### config.mk
export PLATFORM = sky130hd
export DESIGN_NAME = scl_timing_gen
export DESIGN_NICKNAME = d
export VERILOG_FILES = /design/src/rtl/scl_timing_pkg.sv /design/src/rtl/scl_prescaler.sv /design/src/rtl/scl_phase_ctrl.sv /design/src/rtl/scl_ratio_conv.sv /design/src/rtl/scl_timing_gen.sv
export SDC_FILE = /design/constraint.sdc
export NUM_CORES = 1
export LEC_CHECK = 0
export BUFFER_PORTS_ARGS = -buffer_cell sky130_fd_sc_hd__buf_4
export CAP_MARGIN = 40
export CORE_MARGIN = 2
export CORE_UTILIZATION = 55
export CTS_CLUSTER_DIAMETER = 200
export DETAILED_ROUTE_END_ITERATION = 8
export PLACE_DENSITY = 0.88
export SLEW_MARGIN = 20
export SYNTH_ARGS = -nofsm -noshare
export SYNTH_HDL_FRONTEND = slang
export SYNTH_SLANG_ARGS = --single-unit
### constraint.sdc
create_clock -name clk -period 8 [get_ports clk]
set_input_delay 0.8 -clock clk [delete_from_list [all_inputs] [get_ports clk]]
set_output_delay 0.8 -clock clk [all_outputs]
set_load 0.02 [all_outputs]
### src/rtl/scl_timing_pkg.sv
package scl_timing_pkg;

    localparam int FIELD_W   = 4;                        // phase length field width
    localparam int EXP_W     = 4;                        // prescale exponent width
    localparam int PRESC_W   = (1 << EXP_W) - 1;         // widest prescale count
    localparam int ELAPSED_W = FIELD_W + PRESC_W + 1;    // cycles within a phase
    localparam int FIT_LIMIT = 1 << FIELD_W;             // ratio must drop below this

    localparam logic [31:0] WORD_FILL = 32'h7770_0300;

    typedef struct packed {
        logic [11:0]        rsv_top;
        logic [FIELD_W-1:0] hi_len;    // bits 19:16
        logic [FIELD_W-1:0] lo_len;    // bits 15:12
        logic [7:0]         rsv_mid;
        logic [EXP_W-1:0]   div_exp;   // bits 3:0
    } scl_word_t;

    typedef enum logic [1:0] {
        PH_IDLE = 2'd0,
        PH_LOW  = 2'd1,
        PH_WAIT = 2'd2,
        PH_HIGH = 2'd3
    } scl_phase_e;

    // Number of system cycles in a phase of programmed length len
    function automatic logic [ELAPSED_W-1:0] phase_clocks(
        input logic [FIELD_W-1:0] len,
        input logic [EXP_W-1:0]   ex
    );
        return (ELAPSED_W'(len) + ELAPSED_W'(1)) << ex;
    endfunction

endpackage

### src/rtl/scl_prescaler.sv
module scl_prescaler
    import scl_timing_pkg::*;
(
    input  logic               clk,
    input  logic               rst,
    input  logic               clear,
    input  logic [EXP_W-1:0]   div_exp,
    output logic               base_tick,
    output logic [PRESC_W-1:0] sub_cnt
);

    logic [PRESC_W-1:0] cnt_q;
    logic [PRESC_W-1:0] wrap_at;

    // 2^exp - 1; for the largest exponent the shift wraps to zero and the
    // subtraction yields all ones, which is the intended terminal count.
    assign wrap_at   = (PRESC_W'(1) << div_exp) - PRESC_W'(1);
    assign base_tick = (cnt_q == wrap_at);
    assign sub_cnt   = cnt_q;

    always_ff @(posedge clk) begin
        if (rst || clear || base_tick) begin
            cnt_q <= '0;
        end else begin
            cnt_q <= cnt_q + PRESC_W'(1);
        end
    end

endmodule

### src/rtl/scl_phase_ctrl.sv
module scl_phase_ctrl
    import scl_timing_pkg::*;
(
    input  logic               clk,
    input  logic               rst,
    input  logic               enable,
    input  scl_word_t          word_in,
    input  logic               scl_in,
    input  logic               base_tick,
    input  logic [PRESC_W-1:0] sub_cnt,
    output logic               clear,
    output logic [EXP_W-1:0]   cfg_exp,
    output logic               scl_drive_low,
    output logic               tick_drive,
    output logic               tick_release,
    output logic               tick_sample,
    output logic               tick_period
);

    scl_phase_e         st_q, st_d;
    logic [FIELD_W-1:0] lo_q, hi_q, k_q;
    logic [EXP_W-1:0]   ex_q;
    logic               load_cfg, counting, at_last, at_mid;
    logic [FIELD_W-1:0] cur_len;
    logic [ELAPSED_W-1:0] span, elapsed;
    logic               unused_rsv;

    assign unused_rsv = ^{word_in.rsv_top, word_in.rsv_mid};

    assign counting = (st_q == PH_LOW) || (st_q == PH_HIGH);
    assign cur_len  = (st_q == PH_HIGH) ? hi_q : lo_q;
    assign span     = phase_clocks(cur_len, ex_q);
    assign elapsed  = (ELAPSED_W'(k_q) << ex_q) | ELAPSED_W'(sub_cnt);
    assign at_last  = counting && (elapsed == span - ELAPSED_W'(1));
    assign at_mid   = counting && (elapsed == (span >> 1));
    assign clear    = !counting || at_last;
    assign cfg_exp  = ex_q;

    always_comb begin
        st_d     = st_q;
        load_cfg = 1'b0;
        if (!enable) begin
            st_d = PH_IDLE;
        end else begin
            case (st_q)
                PH_IDLE: begin
                    st_d     = PH_LOW;
                    load_cfg = 1'b1;
                end
                PH_LOW:  if (at_last) st_d = PH_WAIT;
                PH_WAIT: if (scl_in)  st_d = PH_HIGH;
                PH_HIGH: if (at_last) begin
                    st_d     = PH_LOW;
                    load_cfg = 1'b1;
                end
                default: st_d = PH_IDLE;
            endcase
        end
    end

    always_ff @(posedge clk) begin
        if (rst) begin
            st_q <= PH_IDLE;
            lo_q <= '0;
            hi_q <= '0;
            ex_q <= '0;
            k_q  <= '0;
        end else begin
            st_q <= st_d;
            if (load_cfg) begin
                lo_q <= word_in.lo_len;
                hi_q <= word_in.hi_len;
                ex_q <= word_in.div_exp;
            end
            if (clear) begin
                k_q <= '0;
            end else if (base_tick) begin
                k_q <= k_q + FIELD_W'(1);
            end
        end
    end

    assign scl_drive_low = (st_q == PH_LOW);
    assign tick_drive    = (st_q == PH_LOW)  && at_mid;
    assign tick_release  = (st_q == PH_LOW)  && at_last;
    assign tick_sample   = (st_q == PH_HIGH) && at_mid;
    assign tick_period   = (st_q == PH_HIGH) && at_last;

endmodule

### src/rtl/scl_ratio_conv.sv
module scl_ratio_conv
    import scl_timing_pkg::*;
#(
    parameter int RATIO_W = 16
) (
    input  logic [RATIO_W-1:0] ratio_in,
    output logic [31:0]        word_out
);

    logic [RATIO_W-1:0] red;
    logic [EXP_W-1:0]   ex;
    logic               sticky;
    logic [FIELD_W:0]   lo_v, hi_v;
    scl_word_t          fields;

    always_comb begin
        red    = ratio_in;
        ex     = '0;
        sticky = 1'b0;
        for (int i = 0; i < RATIO_W; i++) begin
            if (red >= RATIO_W'(FIT_LIMIT)) begin
                sticky = sticky | red[0];
                red    = red >> 1;
                ex     = ex + EXP_W'(1);
            end
        end
        red  = red + RATIO_W'(sticky);
        lo_v = (red[FIELD_W:0] >> 1) - (FIELD_W+1)'(1);
        hi_v = red[FIELD_W:0] - lo_v - (FIELD_W+1)'(2);

        fields         = '0;
        fields.hi_len  = hi_v[FIELD_W-1:0];
        fields.lo_len  = lo_v[FIELD_W-1:0];
        fields.div_exp = ex;
        word_out       = WORD_FILL | fields;
    end

endmodule

### src/rtl/scl_timing_gen.sv
module scl_timing_gen
    import scl_timing_pkg::*;
#(
    parameter int RATIO_W = 16
) (
    input  logic               clk,
    input  logic               rst,
    input  logic               enable,
    input  logic [31:0]        timing_word,
    input  logic               scl_in,
    output logic               scl_drive_low,
    output logic               tick_drive,
    output logic               tick_release,
    output logic               tick_sample,
    output logic               tick_period,
    input  logic [RATIO_W-1:0] ratio_in,
    output logic [31:0]        conv_word
);

    logic               clear, base_tick;
    logic [EXP_W-1:0]   cfg_exp;
    logic [PRESC_W-1:0] sub_cnt;

    scl_prescaler presc_i (
        .clk       (clk),
        .rst       (rst),
        .clear     (clear),
        .div_exp   (cfg_exp),
        .base_tick (base_tick),
        .sub_cnt   (sub_cnt)
    );

    scl_phase_ctrl phase_i (
        .clk           (clk),
        .rst           (rst),
        .enable        (enable),
        .word_in       (scl_word_t'(timing_word)),
        .scl_in        (scl_in),
        .base_tick     (base_tick),
        .sub_cnt       (sub_cnt),
        .clear         (clear),
        .cfg_exp       (cfg_exp),
        .scl_drive_low (scl_drive_low),
        .tick_drive    (tick_drive),
        .tick_release  (tick_release),
        .tick_sample   (tick_sample),
        .tick_period   (tick_period)
    );

    scl_ratio_conv #(.RATIO_W(RATIO_W)) conv_i (
        .ratio_in (ratio_in),
        .word_out (conv_word)
    );

endmodule

; After elaboration in Yosys (flattened, before gate mapping)
; Index checks and enable logic that the tools add are counted.
[op_classes]
shifts = 3
n_eq_ne = 9
n_bitwise = 17
muxes = 56
order_cmp = 16
reduce_logical = 15
addsub = 24
[op_table]
columns = cell, count
row1 = $ge 16x5->1 const B, 16
row2 = $mux 16, 15
row3 = $add 4x1->4 const B, 16
row4 = $mux 4, 16
row5 = $eq 20x19->1, 1
row6 = $eq 20x20->1, 1
row7 = $or 20x15->20, 1
row8 = $shl 20x4->20, 1
row9 = $shl 4x4->20, 1
row10 = $sub 20x1->20 const B, 1
row11 = $mux 1, 19
row12 = $add 15x1->15 const B, 1
row13 = $eq 15x15->1, 1
row14 = $or 1x1->1, 15
row15 = $shl 1x4->15 const A, 1
row16 = $sub 15x2->15 const B, 1
row17 = $pmux 2 s4, 1
row18 = $logic_and 1x1->1, 6
row19 = $mux 2, 3
row20 = $add 4x1->5 const B, 1
row21 = $add 5x1->5, 1
row22 = $mux 5, 1
row23 = $eq 2x2->1 const B, 2
row24 = $logic_or 1x1->1, 4
row25 = 12 further kinds, 14
[word_totals]
ff_bits = 33
output_inout_bits = 37
input_bits = 52

; Depth between registers and ports, before layout
; Gate-level depths: netlist of the first run.
[depth]
word_depth = 36
ltp_mapped = 35
mapped_depth_nobuf = 34

; Cells and area by module
; A second synthesis of the first run with hierarchy kept.
[unflattened]
cells_unflattened = 993
area_unflattened_um2 = 7058.0
[by_module_without_submodules]
columns = module, n_inst, area_per_inst_um2, cells_per_inst, seq_area_each_um2
row1 = scl_phase_ctrl, 1, 3723.6, 529, 360.3
row2 = scl_ratio_conv, 1, 1980.6, 296, 0.0
row3 = scl_prescaler, 1, 1353.8, 168, 300.3

; Worst setup path before layout of the first run
; Ideal clock, no wire load.
[synth_timing]
path_kind = input-to-output
startpoint = input port ratio_in[13]
endpoint = output port conv_word[2]
n_path_buf = 2
arrival_time_ps = 7807
stages = 34
setup_slack_ps = -607
cell_sequence = clkbuf_1 > nor3_1 > nand4_1 > nor2_1 > inv_1 > nor2_1 > ha_1 > clkbuf_1 > xor2_1 > ha_1 > o31a_1 > or2_2 > ha_1 > mux2_2 > ha_1 > nand2_1 > nand2_1 > ha_1 > mux2_2 > ha_1 > nand2_1 > o21ai_0 > ha_1 > mux2_2 > ha_1 > nand2_1 > nand2_1 > ha_1 > nand2_1 > nand2_1 > ha_1 > xor2_1 > a22oi_1 > xor2_1
[synth_via]
elab_chain_cells = 32
elab_cells_between_ends = 62
[synth_lines]
columns = element, line_no
row1 = start: declaration, scl_timing_gen.sv:16  ; input logic [RATIO_W-1:0] ratio_in,
row2 = $ge 16x5->1, scl_ratio_conv.sv:21  ; if (red >= RATIO_W'(FIT_LIMIT)) begin
row3 = $mux 16 or $mux 1 (tied branches), scl_ratio_conv.sv:21
row4 = $ge 16x5->1 or $add 4x1->4 (tied branches), "scl_ratio_conv.sv:21, scl_ratio_conv.sv:24"
row5 = $mux 16 or $mux 4 (tied branches), scl_ratio_conv.sv:21
row6 = $ge 16x5->1 or $add 4x1->4 (tied branches), "scl_ratio_conv.sv:21, scl_ratio_conv.sv:24"
row7 = $mux 16 or $mux 4 (tied branches), scl_ratio_conv.sv:21
row8 = $ge 16x5->1 or $add 4x1->4 (tied branches), "scl_ratio_conv.sv:21, scl_ratio_conv.sv:24"
row9 = $mux 16 or $mux 4 (tied branches), scl_ratio_conv.sv:21
row10 = [16 not listed], --
row11 = $ge 16x5->1 or $add 4x1->4 (tied branches), "scl_ratio_conv.sv:21, scl_ratio_conv.sv:24"
row12 = $mux 16 or $mux 4 (tied branches), scl_ratio_conv.sv:21
row13 = $ge 16x5->1 or $add 4x1->4 (tied branches), "scl_ratio_conv.sv:21, scl_ratio_conv.sv:24"
row14 = $mux 16 or $mux 4 (tied branches), scl_ratio_conv.sv:21
row15 = $ge 16x5->1 or $add 4x1->4 (tied branches), "scl_ratio_conv.sv:21, scl_ratio_conv.sv:24"
row16 = $mux 16 or $mux 4 (tied branches), scl_ratio_conv.sv:21
row17 = $ge 16x5->1 or $add 4x1->4 (tied branches), "scl_ratio_conv.sv:21, scl_ratio_conv.sv:24"
row18 = $mux 4 *, scl_ratio_conv.sv:21
row19 = end: declaration, scl_timing_gen.sv:17  ; output logic [31:0] conv_word
; Every way passes the cells marked *; elsewhere a longest branch is shown, timed or not.

; Worst setup path after layout of the first run
[layout_timing]
startpoint = input port ratio_in[14]
endpoint = output port conv_word[2]
; The elaborated chain is that of the path after synthesis.

==> run metrics, run 1 <==
Antenna Cells=0; Crit path required time=a little over 7 ns; CTS tree=done; Max Root-Sink Buffers=2; Residual DRC=0; Antenna Nets Post-Route=0; layout cell share with drive strength beyond 1=13.79%; PortBufs=48; Worst VDD drop=about 0.00011 V; Inst Count DP=around 1200; clk slew on worst S/H paths=about 0.05 ns; Syn Inst Count=around 1000; nets@finish=1094; post-synth top area share=under 10%; Hold Vio Cnt, Final=0; vias=roughly 7800; Via density=between 6 and 7; largest net degree at the start of global routing=41; CTS root buf=clkbuf_16; final WL=20770 microns; Max-slew headroom=between 40% and 50%; synthesis-to-finish area growth=8.116%; Crit. End Element=output pin; Post-synth EDFFs=0; Power Density=between 100 and 150 nW/um^2; Synth top cells by count=nand2_1, nor2_1, a21oi_1, o21ai_0, clkbuf_1; Top delay family on crit path=adder cells; Non-Filler Instances=between 1000 and 1500; crit path kind=in2out; static leakage power=approximately 0.0028 uW; Tot GR Track Use=a little under a third; CP max stage delay=0.32 ns; Hold Crit Depth=2; R2R depth=21; first-pass GRT wire length=between 30000 and 40000 microns; Seq cells post-synth=33; most used cell, CP=ha_1; DPL Wire Length=15470 microns; maximum achievable frequency=around 0.13 GHz; Final Max Slew Viols=0; CP Launch Type=input pin; vias in the first global route=a little under 7000; # rows=40; Worst path depth=34; Slew @ Worst Pin=between 0.8 and 0.9 ns; Worst-Skew Late Latency=slightly below 0.3 ns; Tmin final=7.753 ns; crit path buf inv count=3; Post-synth ARST share=0%; most numerous cell in the Yosys netlist=nand2_1; number of distinct library cells after synthesis=between 90 and 100; Synth area leader=dfxtp_1; total of max-cap violations=0; gpl congestion=roughly 1.0; core box area=around 12000 sq um; post-synthesis sequential area ratio=roughly 10%; worst-path maximum fanout=7; 1st-pass router iterations=6; H-tree levels=2; total grt overflow=0; WHS=roughly 0.53 ns; die area=~13000 sq um; Routed WL per cell=between 15 and 20 microns; clock skew=0.005993 ns; Die X=115.2 microns; fin crit share=96.91%; DRC marker count from the first detailed-route iteration=around 920; Post-Syn Area=between 6000 and 7000 sq um; arrival time worst endpoint=roughly 7.0 ns; total power draw=roughly 960 uW; outcome=completed; Max stage delay cell, worst path=ha_1; Die H=around 120 microns; top_reg_cell synth=dfxtp_1; TritonCTS Buffers=5; hold crit path type=reg2reg; Yosys warnings=0; Setup-failing EPs final=0; Synth area leaders=dfxtp_1, nand2_1, xnor2_1; CTS sink cnt=33; IO Count=between 80 and 90; initial antenna violation count=0; average cell area after synthesis=about 6.6 sq um; Starting Density=56.37%
[flip-flops by register name (all words and copies together), names as in the netlist]
register	cells
presc_i.sub_cnt	15
phase_i.cfg_exp	4
phase_i.hi_q	4
phase_i.k_q	4
phase_i.lo_q	4
phase_i.st_q	2
[routing by layer]
metal / global-route usage [%] / up-vias / share of wire, %
li1: - / 3673 / -
met1: 39.48 / 3603 / 40
met2: 51.14 / 459 / 47
met3: 5.061 / 75 / 9.1
met4: 12.93 / 0 / 3.9
met5: 0 / - / 0
[per-stage QoR]
stage	setup slack (ns)	setup TNS (ns)	utilization, %	cell area, sq um
2_1_floorplan	0.01201	0	-	6963
3_3_place_gp	0.1848	0	59.01	7118
3_5_place_dp	0.02190	0	59.20	7141
4_1_cts	0.03281	0	60.56	7305
5_1_grt	-0.07522	-0.08122	60.94	7351
6_report	0.2470	0	60.94	7351
[layout by cell type, fill, tap and decap left out, types with 23 or more instances in the layout]
cell and instances:
dfxtp_1 33, nor3_1 42, o21ai_0 59, nand3_1 25, nand2_1 121, inv_1 29
a21oi_1 60, xnor2_1 52, nor2_1 98, ha_1 23, buf_4 66
[worst reg2reg max path: cells and delay by family (launching register included)]
kind                       cells  cell delay, ns
AOI/OAI and AO/OA              6            1.48
buffers and inverters          4            0.75
and+or+nand+nor                6            1.66
xor gates and xnor gates       1            0.18
DFF                            1            0.41
muxes                          1            0.27
adders and majority gates      3            1.42
[where the power goes]
part           leakage, uW  internal, uW  total, uW  switching (uW)
registers         0.000268           172        187            14.7
clock network    0.0000799           132        209            76.8
logic              0.00244           213        561             348
[repair_timing]
action,in CTS,in global routing
pin swaps,0,5
hold buffers,0,0
endpoints found under the setup margin,1,3
buffers inserted,0,2
gates resized for setup,1,9
[logic make-up (layout without fill, tap and decap cells)]
kind of cell | after synthesis | count (layout) | synth area share [%]
other | 2 | 20 | 0.1105
multiplexers | 30 | 30 | 4.803
AND/OR/NAND/NOR | 438 | 438 | 32.19
XOR/XNOR | 74 | 74 | 9.864
adder cells (fa/ha/maj) | 28 | 28 | 5.153
buffers and inverters | 135 | 108 | 9.404
flip-flops | 33 | 33 | 9.717
AO/OA/AOI/OAI | 284 | 284 | 28.76
[path summary, 6_finish.rpt]
check	from	end	slack, ns
max	ratio_in[14]	conv_word[2]	0.25
min	phase_i.st_q[1]	phase_i.st_q[1]	0.53
max reg2reg	phase_i.st_q[0]	presc_i.sub_cnt[0]	1.73
min reg2reg	phase_i.st_q[1]	phase_i.st_q[1]	0.53
[final cells by class]
class                           instances  area (sq um)
Clock inverter                          1         5.005
Tap cell                              168         210.2
Fill cell                            1120          4711
Multi-Input combinational cell        874          5684
Inverter                               32         120.1
Sequential cell                        33         660.6
Timing Repair Buffer                   68         518.0
Clock buffer                            7         152.6
Note: power is estimated with default switching activity, not from simulation.
==> run 2, diff against run 1 <==
PLACE_DENSITY = 0.86   (was 0.88)
==> run metrics, run 2 (synthesis gave the netlist of run 1 again) <==
max reg flops=15 (unchanged); 1st-pass router iterations=7 (was 6); H-tree levels=2 (unchanged); Top delay family on crit path=adder cells (unchanged); vias in the first global route=6746 (was 6835); final WL=21180 microns (was 20770 microns); total grt overflow=0 (unchanged); Max Root-Sink Buffers=2 (unchanged); Setup-failing EPs final=0 (unchanged); Tmin final=7.663 ns (was 7.753 ns); Hold Vio Cnt, Final=0 (unchanged); Tot GR Track Use=31.40% (was 30.77%); dpl cell area=7134 sq um (was 7141 sq um); maximum achievable frequency=0.1305 GHz (was 0.1290 GHz); CTS root buf=clkbuf_16 (unchanged); setup TNS=0 ns (unchanged); Final Max Slew Viols=0 (unchanged); vias=7793 (was 7810); FF/Latch Area=660.6 sq um (unchanged); outcome=completed (unchanged); TritonCTS Buffers=5 (unchanged); most used cell, CP=ha_1 (unchanged); CP max stage delay=0.31 ns (was 0.32 ns); PortBufs=48 (unchanged); worst-path maximum fanout=7 (unchanged); Max stage delay cell, worst path=ha_1 (unchanged); fin area=7322 sq um (was 7351 sq um); IO Count=89 (unchanged); DPL Wire Length=15830 microns (was 15470 microns); synthesis-to-finish area growth=7.692% (was 8.116%); crit path kind=in2out (unchanged); Worst VDD drop=0.00009718 V (was 0.0001107 V); Crit. End Element=output pin (unchanged); FILL cells=1128 (was 1120); Residual DRC=0 (unchanged); DRC marker count from the first detailed-route iteration=858 (was 923); gpl congestion=1.073 (was 1.045); Hold Startpoint=phase_i.st_q[1] (unchanged); Slew @ Worst Pin=0.8948 ns (was 0.8785 ns); Max-slew headroom=40.27% (was 41.35%); Worst-Skew Late Latency=0.29 ns (about the same); clock skew=0.004592 ns (was 0.005993 ns); Starting Density=56.37% (unchanged); crit path buf inv count=3 (unchanged); Die H=115.2 microns (unchanged); clk slew on worst S/H paths=0.05 ns (about the same); Antenna Nets Post-Route=0 (unchanged); Worst Setup SP=ratio_in[14] (unchanged); core box area=12060 sq um (unchanged); Antenna Cells=0 (unchanged); pre-CTS setup slack=0.07816 ns (was 0.02190 ns); commonest non-fill, non-tap cell in the layout=nand2_1 (unchanged); Crit path required time=7.20 ns (about the same); largest net degree at the start of global routing=45 (was 41); die area=13270 sq um (unchanged); CTS tree=done (unchanged); commonest non-fill, non-tap cells in the layout=nand2_1, nor2_1, buf_4 (unchanged); nets@finish=1095 (was 1094); Power Density=128.4 nW/um^2 (was 130.2 nW/um^2); fin crit share=95.79% (was 96.91%); hold crit path type=reg2reg (unchanged); Hold Crit Depth=2 (unchanged); layout cell share with drive strength beyond 1=13.61% (was 13.79%); initial antenna violation count=0 (unchanged); Setup WS post-layout=0.3370 ns (was 0.2470 ns); Via density=6.593 (was 6.602); CP Launch Type=input pin (unchanged); static leakage power=0.002781 uW (was 0.002793 uW); Die X=115.2 microns (unchanged); # rows=40 (unchanged); R2R depth=19 (was 21); Worst path depth=34 (unchanged); Final Core Density=60.71% (was 60.94%); multi-input logic area=5682 sq um (was 5684 sq um); R2R Path Start=phase_i.st_q[0] (unchanged); first-pass GRT wire length=34310 microns (was 33530 microns); Routed WL per cell=17.92 microns (was 17.55 microns); total of max-cap violations=0 (unchanged); arrival time worst endpoint=6.86 ns (was 6.95 ns); CTS sink cnt=33 (unchanged)
## run 2: what timing repair did
item	CTS	global route
hold buffers	0	0
resized for setup	0	9
endpoints found under the setup margin	0	3
setup buffers	0	2
## run 2: worst reg2reg max path: stages, from the launching register on
cell,delay [ns]
dfxtp_1,0.40
ha_1,0.65
mux2i_1,0.26
buf_4,0.22
inv_2,0.08
ha_1,0.52
a22o_1,0.30
nand2_1,0.10
ha_1,0.32
xor2_1,0.18
o21ai_0,0.14
and3_1,0.17
o221ai_1,0.12
a221oi_2,0.32
o211ai_1,0.15
or3_1,0.37
or4_1,0.39
or4_1,0.82
o31ai_1,0.55
mux2i_1,0.24
## run 2: final cells by class
type,count,share of cell area [%]
clock inverters,1,0.06835
flip-flops and latches,33,9.023
well taps,168,2.871
inverters,32,1.640
clock buffers,5,1.709
repair buffers,69,7.092
multi-input cells,874,77.60
## run 2: power by group
| group | switching, uW | internal, uW |
|---|---|---|
| Sequential | 14.4 | 172 |
| Clock | 71.4 | 111 |
| Combinational | 359 | 212 |
| Total | 445 | 495 |
## run 2: final timing paths
kind	endpoint	slack (ns)
setup / recovery	conv_word[2]	0.34
hold / removal	phase_i.st_q[1]	0.50
setup reg to reg	phase_i.st_q[0]	1.64
hold reg to reg	phase_i.st_q[1]	0.50
## run 2: stage by stage
| stage | std cells | total power [uW] | hold WS [ns] |
|---|---|---|---|
| floorplan | 1042 | 610.0 | 0.4677 |
| global placement | 1170 | 730.4 | 0.4856 |
| detailed placement | 1173 | 741.6 | 0.5027 |
| CTS | 1179 | 923.3 | 0.5096 |
| global route | 1182 | 997.8 | 0.5391 |
| finish | 1182 | 940.1 | 0.5038 |
## run 2: metal layers
metal / GRT usage [%] / routed length, microns / vias to the layer above
met5: 0 / 0 / -
met1: 42.72 / 9048 / 3649
met2: 51.76 / 9754 / 415
met4: 9.478 / 587 / 0
met3: 4.164 / 1787 / 45
li1: - / - / 3684
==> run 3, diff against run 2 <==
CORE_MARGIN = default   (was 2)
==> run metrics, run 3 (synthesis gave the netlist of run 1 again) <==
Worst-Skew Late Latency=0.28 ns (was 0.29 ns); first-pass GRT wire length=33440 microns (was 34310 microns); hold crit path type=reg2reg (unchanged); maximum achievable frequency=0.1299 GHz (was 0.1305 GHz); CTS root buf=clkbuf_16 (unchanged); core box area=12010 sq um (was 12060 sq um); Die H=113.2 microns (was 115.2 microns); commonest non-fill, non-tap cells in the layout=nand2_1, nor2_1, buf_4 (unchanged); Hold Startpoint=phase_i.st_q[1] (unchanged); worst hold path endpoint=phase_i.st_q[1] (unchanged); # rows=40 (unchanged); Max Root-Sink Buffers=2 (unchanged); CTS sink cnt=33 (unchanged); Worst VDD drop=0.0001161 V (was 0.00009718 V); Slew @ Worst Pin=1.019 ns (was 0.8948 ns); crit path kind=in2out (unchanged); Crit path required time=7.20 ns (about the same); worst r2r dst=phase_i.st_q[1] (was phase_i.st_q[0]); die area=12810 sq um (was 13270 sq um); vias=7789 (was 7793); synthesis-to-finish area growth=7.435% (was 7.692%); fin area=7305 sq um (was 7322 sq um); outcome=completed (unchanged); 1st-pass router iterations=6 (was 7); Routed WL per cell=18.24 microns (was 17.92 microns); TritonCTS Buffers=5 (unchanged); PortBufs=48 (unchanged); routing usage on met3=4.928% (was 4.164%); Setup-failing EPs final=0 (unchanged); total of max-cap violations=0 (unchanged); Top delay family on crit path=adder cells (unchanged); R2R Path Start=phase_i.st_q[0] (unchanged); Hold Crit Depth=2 (unchanged); total grt overflow=0 (unchanged); Via density=6.709 (was 6.593); commonest non-fill, non-tap cell in the layout=nand2_1 (unchanged); Residual DRC=0 (unchanged); IO Count=89 (unchanged); layout cell share with drive strength beyond 1=13.41% (was 13.61%); Final Max Slew Viols=0 (unchanged); Starting Density=56.60% (was 56.37%); FILL cells=1113 (was 1128); total power draw=952.3 uW (was 940.1 uW); Max-slew headroom=31.23% (was 40.27%); Power Density=130.4 nW/um^2 (was 128.4 nW/um^2); Antenna Nets Post-Route=0 (unchanged); DRC marker count from the first detailed-route iteration=839 (was 858); arrival time worst endpoint=6.90 ns (was 6.86 ns); met1 usage=42.95% (was 42.72%); gpl congestion=1.054 (was 1.073); max reg flops=15 (unchanged); Tmin final=7.698 ns (was 7.663 ns); clock skew=0.003219 ns (was 0.004592 ns); GR Util met2=50.14% (was 51.76%); CP max stage delay=0.31 ns (about the same); largest net degree at the start of global routing=45 (unchanged); Die X=113.2 microns (was 115.2 microns); final WL=21170 microns (was 21180 microns); gr busiest metal=met2 (unchanged); static leakage power=0.002784 uW (was 0.002781 uW); flop-to-flop setup slack=1.51 ns (was 1.64 ns); Hold Vio Cnt, Final=0 (unchanged); Max stage delay cell, worst path=ha_1 (unchanged); worst-path maximum fanout=10 (was 7); nets@finish=1094 (was 1095); Tot GR Track Use=31.97% (was 31.40%); vias in the first global route=6530 (was 6746); Antenna Cells=0 (unchanged); initial antenna violation count=0 (unchanged); CP Launch Type=input pin (unchanged); R2R depth=19 (unchanged); setup TNS=0 ns (unchanged); DPL Wire Length=15430 microns (was 15830 microns); Crit. End Element=output pin (unchanged); dpl cell area=7096 sq um (was 7134 sq um); Worst Setup SP=ratio_in[12] (was ratio_in[14]); fin crit share=96.23% (was 95.79%); crit path buf inv count=3 (unchanged); clk slew on worst S/H paths=0.05 ns (about the same); H-tree levels=2 (unchanged); CTS tree=done (unchanged)
## run 3: power by group
group          switching [uW]  internal, uW
combinational             363           213
clock                    72.7           122
sequential               8.83           172
## run 3: worst min-delay path, cell delays in order, from the launching register on
cell     delay, ns
dfxtp_1       0.34
nand2_1       0.06
mux2i_1       0.06
## run 3: cell type report
type	instances	area [sq um]	area share, %
Multi-Input combinational cell	874	5679	77.75
Sequential cell	33	660.6	9.044
Inverter	32	120.1	1.644
Timing Repair Buffer	68	518.0	7.091
Clock buffer	7	142.6	1.953
Tap cell	147	183.9	2.518
## run 3: stage by stage
stage                     hold WS (ns)  worst slack, ns  utilization [%]  cells
after floorplan                 0.4677          0.01201                -   1042
after global placement          0.4797           0.1508            58.92   1148
after detailed placement        0.5146          0.03708            59.07   1150
after CTS                       0.5221          0.01406            60.26   1157
after global routing            0.5554         -0.01352            60.81   1161
final                           0.5152           0.3017            60.81   1161
## run 3: repair_timing
action	in CTS	in global routing
resized for setup	0	8
setup endpoints to repair	0	3
setup buffers	0	1
hold buffers	0	0
endpoints found under the hold margin	0	0
## run 3: worst max-delay path by stage
stage                         to  slack (ns)  cells after the start
finish              conv_word[2]        0.30                     34
global route        conv_word[2]       -0.01                     34
CTS                 conv_word[2]        0.01                     36
detailed placement  conv_word[2]        0.04                     36
global placement    conv_word[2]        0.15                     36
floorplan           conv_word[2]        0.01                     34
## run 3: per-layer routing
metal / vias to the layer above / routed length, microns
li1: 3670 / -
met1: 3610 / 8936
met2: 442 / 9565
met3: 67 / 1855
met4: 0 / 816
met5: - / 0
